## src/rtl/pgmap_pkg.sv

```systemverilog
package pgmap_pkg;

    localparam int ENTRY_W = 16;
    localparam int BYTE_W  = 8;

    typedef logic [ENTRY_W-1:0] entry_t;
    typedef logic [BYTE_W-1:0]  byte_t;

    // Even port offset addresses the upper byte, odd the lower one.
    typedef enum logic {
        HALF_HI = 1'b0,
        HALF_LO = 1'b1
    } half_e;

    function automatic entry_t merge_half(entry_t cur, byte_t val, half_e h);
        entry_t r;
        r = cur;
        if (h == HALF_HI) r[15:8] = val;
        else              r[7:0]  = val;
        return r;
    endfunction

    function automatic byte_t pick_half(entry_t cur, half_e h);
        return (h == HALF_HI) ? cur[15:8] : cur[7:0];
    endfunction

endpackage

```

## src/rtl/pgmap_port_dec.sv

```systemverilog
module pgmap_port_dec
    import pgmap_pkg::*;
#(
    parameter int IO_AW     = 8,
    parameter int IO_BASE   = 'h40,
    parameter int PAGE_BITS = 2
) (
    input  logic [IO_AW-1:0]     io_addr,
    output logic                 hit,
    output logic [PAGE_BITS-1:0] idx,
    output half_e                half
);
    localparam int NPORTS = 2 * (1 << PAGE_BITS);

    logic [IO_AW-1:0] offset;

    always_comb begin
        offset = io_addr - IO_AW'(IO_BASE);
        hit    = (io_addr >= IO_AW'(IO_BASE))
              && ({1'b0, offset} < (IO_AW+1)'(NPORTS));
        idx    = offset[PAGE_BITS:1];
        half   = half_e'(offset[0]);
    end

endmodule

```

## src/rtl/pgmap_table.sv

```systemverilog
module pgmap_table
    import pgmap_pkg::*;
#(
    parameter int PAGE_BITS = 2
) (
    input  logic                 clk,
    input  logic                 rst_n,
    input  logic                 wr_en,
    input  logic [PAGE_BITS-1:0] wr_idx,
    input  half_e                wr_half,
    input  byte_t                wr_byte,
    input  logic [PAGE_BITS-1:0] rd_idx,
    input  half_e                rd_half,
    output byte_t                rd_byte,
    input  logic [PAGE_BITS-1:0] xl_idx,
    output entry_t               xl_entry
);
    localparam int NPAGES = 1 << PAGE_BITS;

    typedef struct packed {
        logic [NPAGES-1:0][ENTRY_W-1:0] ent;
    } tbl_t;

    function automatic tbl_t identity_map();
        tbl_t t;
        for (int i = 0; i < NPAGES; i++) t.ent[i] = ENTRY_W'(i);
        return t;
    endfunction

    localparam tbl_t RESET_TBL = identity_map();

    tbl_t st_d, st_q;

    always_comb begin
        st_d = st_q;
        if (wr_en) begin
            st_d.ent[wr_idx] = merge_half(st_q.ent[wr_idx], wr_byte, wr_half);
        end
    end

    always_ff @(posedge clk or negedge rst_n) begin
        if (!rst_n) st_q <= RESET_TBL;
        else        st_q <= st_d;
    end

    assign rd_byte  = pick_half(st_q.ent[rd_idx], rd_half);
    assign xl_entry = st_q.ent[xl_idx];

endmodule

```

## src/rtl/pgmap_xlate.sv

```systemverilog
module pgmap_xlate
    import pgmap_pkg::*;
#(
    parameter int CPU_AW    = 16,
    parameter int PAGE_BITS = 2,
    parameter int PHYS_W    = 32
) (
    input  logic [CPU_AW-1:0]    cpu_addr,
    output logic [PAGE_BITS-1:0] page_idx,
    input  entry_t               entry,
    output logic [PHYS_W-1:0]    phys_addr
);
    localparam int OFF_W = CPU_AW - PAGE_BITS;
    localparam int PAD_W = PHYS_W - ENTRY_W - OFF_W;

    assign page_idx = cpu_addr[CPU_AW-1 -: PAGE_BITS];

    generate
        if (PAD_W > 0) begin : g_pad
            assign phys_addr = {{PAD_W{1'b0}}, entry, cpu_addr[OFF_W-1:0]};
        end else begin : g_exact
            assign phys_addr = {entry, cpu_addr[OFF_W-1:0]};
        end
    endgenerate

endmodule

```

## src/rtl/pgmap_top.sv

```systemverilog
module pgmap_top
    import pgmap_pkg::*;
#(
    parameter int CPU_AW    = 16,
    parameter int PAGE_BITS = 2,
    parameter int IO_AW     = 8,
    parameter int IO_BASE   = 'h40,
    parameter int PHYS_W    = 32
) (
    input  logic              clk,
    input  logic              rst_n,
    input  logic [IO_AW-1:0]  io_addr,
    input  logic              io_wr,
    input  logic              io_rd,
    input  logic [7:0]        io_wdata,
    output logic [7:0]        io_rdata,
    output logic              io_rvalid,
    input  logic [CPU_AW-1:0] cpu_addr,
    output logic [PHYS_W-1:0] phys_addr,
    output logic [15:0]       ext_bank
);
    logic                 port_hit;
    logic [PAGE_BITS-1:0] port_idx;
    half_e                port_half;
    logic [PAGE_BITS-1:0] page_idx;
    byte_t                rd_byte;
    entry_t               cur_entry;

    pgmap_port_dec #(
        .IO_AW    (IO_AW),
        .IO_BASE  (IO_BASE),
        .PAGE_BITS(PAGE_BITS)
    ) dec_i (
        .io_addr(io_addr),
        .hit    (port_hit),
        .idx    (port_idx),
        .half   (port_half)
    );

    pgmap_table #(
        .PAGE_BITS(PAGE_BITS)
    ) tbl_i (
        .clk     (clk),
        .rst_n   (rst_n),
        .wr_en   (io_wr & port_hit),
        .wr_idx  (port_idx),
        .wr_half (port_half),
        .wr_byte (io_wdata),
        .rd_idx  (port_idx),
        .rd_half (port_half),
        .rd_byte (rd_byte),
        .xl_idx  (page_idx),
        .xl_entry(cur_entry)
    );

    pgmap_xlate #(
        .CPU_AW   (CPU_AW),
        .PAGE_BITS(PAGE_BITS),
        .PHYS_W   (PHYS_W)
    ) xl_i (
        .cpu_addr (cpu_addr),
        .page_idx (page_idx),
        .entry    (cur_entry),
        .phys_addr(phys_addr)
    );

    assign io_rvalid = io_rd & port_hit;
    assign io_rdata  = io_rvalid ? rd_byte : '0;
    assign ext_bank  = cur_entry;

endmodule

```

## config.mk

```make
export PLATFORM = sky130hd
export DESIGN_NAME = pgmap_top
export DESIGN_NICKNAME = d
export VERILOG_FILES = /design/src/rtl/pgmap_pkg.sv /design/src/rtl/pgmap_port_dec.sv /design/src/rtl/pgmap_table.sv /design/src/rtl/pgmap_xlate.sv /design/src/rtl/pgmap_top.sv
export SDC_FILE = /design/constraint.sdc
export NUM_CORES = 1
export LEC_CHECK = 0
export BUFFER_PORTS_ARGS = -buffer_cell sky130_fd_sc_hd__buf_2
export CORE_MARGIN = 3
export CORE_UTILIZATION = 40
export DETAILED_ROUTE_END_ITERATION = 10
export PLACE_DENSITY = 0.63
export SLEW_MARGIN = 0
export SYNTH_ARGS = -nofsm -noshare
export SYNTH_HDL_FRONTEND = slang
export SYNTH_SLANG_ARGS = --single-unit
```

## constraint.sdc

```tcl
create_clock -name clk -period 5.05 [get_ports clk]
set_clock_uncertainty 0.2 [all_clocks]
set_input_delay 0.7575 -clock clk [delete_from_list [all_inputs] [get_ports clk]]
set_output_delay 0.7575 -clock clk [all_outputs]
set_load 0.01 [all_outputs]
```

==> flow_metrics.tcl <==
set metrics [dict create \
    status "completed" \
    drt_wl_total_mm 9.25 \
    p_per_area_nw_per_um2 265 \
    gp_congestion 0.768 \
    setup.worst_path.start_class "input port" \
    drc_errors 0 \
    hp-class "in -> async" \
    finalHoldViolCount 0 \
    wl_per_cell_um 20.1 \
    critical_path_cell_count 5 \
    max_freq_ghz 0.296 \
    synth_xor_area_share_pct 0 \
    post_cts_buffers 0 \
    reg_top3 "tbl_i.st_q: 64 flops" \
    timing.rr.end "tbl_i.st_q[59]" \
    grt_pass1_vias 2588 \
    fin_cells 460 \
    arrival_ns 2.42 \
    worstReg2RegStart "tbl_i.st_q[43]" \
    multi_input_area_um2 2110 \
    via_count 2543 \
    initial_core_util_pct 41.6 \
    reg2regPathDepth 3 \
    rsz0062_at_grt "no" \
    grtUsageTotal_pct 16.9 \
    ys.warnings.count 0 \
    core_um2 9860 \
    finalNetCount 358 \
    ios 93 \
    yosysUniqueCellTypes 26 \
    ys.flop_type "dfrtp_1" \
    ff_latch_area_um2 1610 \
    clock_sinks 64 \
    hpwl_mm 6.19 \
    drtPass1Iterations 4 \
    crit_type "in -> out" \
    yosys.area_share.simple_pct 4.06 \
    slew_violations 0 \
    grt_max_degree 37 \
    antenna_found_initial 0 \
    cts_resized 0 \
    ys_ff_latch 64 \
    critical_path.startpoint "io_addr[7]" \
    cp_num_buf_inv 2 \
    dp_cells 444 \
    peakVddDrop_v 0.000151 \
    synth-edff-count 0 \
    cts-root-buf "clkbuf_8" \
    holdBufCountCts 0 \
    grt_pass1_wl_mm 14.6 \
    synthAdderAreaFrac_pct 0 \
    ys_seq_area_share_pct 39.2 \
    min_period_over_period_pct 66.8 \
    crit_family "simple AND/OR/NAND/NOR gates" \
    final_layout_size_suffix_gt1_share_pct 66.7 \
    cap_violations 0 \
    max_slew.worst_pin.slew_ns 0.972 \
    slowest_stage "nand3b_1" \
    leakagePower_nw 2.24 \
    reg2reg_slack_ns 3.48 \
    max_stage_delay_ns 0.47 \
    async_flop_share_pct 100 \
    setup_tns_ns 0 \
    dieWidth_um 107 \
    area_growth_pct 7.45 \
    htree_levels 3 \
    clockBufferDepth 2 \
    path_common_cell "buf_2" \
    avgSynthCellArea_um2 13.7 \
    largest_register_ffs 64 \
    path_clk_slew_ns 0.07 \
    cts_tree "built" \
    endpoint_kind "primary output" \
    dr.first_iter.drc_count 113 \
    finalCriticalPeriod_ns 3.37 \
    rows 36 \
    slew_headroom_pct 35.2 \
    num_antenna_cells 0 \
    muxShareOfSynthArea_pct 44.9 \
    required_ns 4.09 \
    postRouteAntennaNets 0 \
    io_buffers 62 \
    largest-register "tbl_i.st_q" \
    syn_inst 299 \
    dieArea_um2 11500 \
    path_max_fanout 9 \
    die_h_um 107 \
    viasPerCell 5.53 \
    overflow 0 \
    synth_top_family_by_area "multiplexers" \
    synth_compound_area_share_pct 2.44 \
    fill_cells 925 \
    setup_viol 0 \
    synth.cell_area_um2 4100 \
    clk_latency_ns 0.34 \
    numCtsBuffers 9 \
    crit_chain "buf_2 -> nor4b_4 -> nand3b_1 -> nor3_1 -> buf_2" \
]
-- synthesized netlist by cell type, types with 2 or more instances --
cell type / number / area share, %
mux2_2: 106 / 29
nand4b_4: 2 / 1.2
buf_6: 5 / 1.4
buf_1: 3 / 0.27
o22ai_1: 16 / 2.4
mux2_4: 10 / 3.7
nand2b_1: 2 / 0.31
mux2_1: 12 / 3.3
mux4_2: 16 / 8.8
nor3_1: 8 / 0.98
buf_4: 34 / 6.2
clkbuf_1: 6 / 0.55
buf_2: 4 / 0.49
dfstp_2: 4 / 2.6
dfrtp_1: 60 / 37
-- layer usage --
layer | part of all wire (%) | GRT usage [%] | vias to the layer above
met4 | 1.6 | 4.66 | 0
met2 | 50 | 28.0 | 51
met1 | 44 | 21.9 | 1337
met5 | 0 | 0 | -
met3 | 4.0 | 4.58 | 12
li1 | - | - | 1143
-- worst register-to-register path: stages, from the launching register on --
cell and delay (ns):
dfrtp_1 0.39, mux2_2 0.29, mux2_2 0.28, mux2_1 0.30
-- stage by stage --
step	util, %	total power [W]	worst slack (ns)	area [µm²]	hold WS, ns
global placement	42.7	0.000744	1.72	4220	0.293
finish	44.7	0.00117	1.68	4410	0.267
detailed placement	42.7	0.000747	1.68	4220	0.300
global route	44.7	0.00122	1.56	4410	0.315
CTS	44.7	0.00118	1.67	4410	0.288
floorplan	-	0.000707	2.06	4100	0.262
-- cell families (layout without fill, tap and decap cells) --
kind of cell    Yosys count  count (layout)
flops                    64              64
mux                     144             144
simple gates             20              20
other cells               1               2
compound gates           16              16
buf+inv                  54              81
-- cell usage in the layout (no fill, tap or decap) --
cell	count
mux4_2	16
nor2b_1	1
mux2_2	106
nor4b_4	1
conb_1	2
or2_2	1
mux2_1	12
clkbuf_1	2
buf_4	2
o22ai_1	16
dfrtp_1	60
bufinv_16	1
buf_2	62
and3_1	1
clkinv_2	3
dfstp_2	4
nor2_1	1
nand3b_1	1
inv_1	1
nand2b_1	2
nand4b_4	2
nor3_1	8
nand2_1	1
and4_1	1
clkbuf_8	10
mux2_4	10
-- power by group --
group          switching (W)  internal [W]
Sequential         0.0000172      0.000539
Clock               0.000195      0.000239
Combinational      0.0000886     0.0000910
Total               0.000301      0.000869
-- how the worst max path moves through the flow --
stage	endpoint	slack, ns
after global placement	io_rdata[0]	1.72
after floorplan	phys_addr[19]	2.06
after CTS	io_rdata[5]	1.67
after detailed placement	io_rdata[5]	1.68
after global routing	io_rdata[0]	1.56
final	io_rdata[3]	1.68
-- final cells by class --
class | instances | share of cell area (%)
flip-flops and latches | 64 | 36.5
well taps | 133 | 3.78
inverters | 1 | 0.0852
clock inverters | 4 | 1.02
multi-input cells | 182 | 48.0
repair buffers | 64 | 7.38
clock buffers | 12 | 3.29
(Power assumes the default switching activity.)
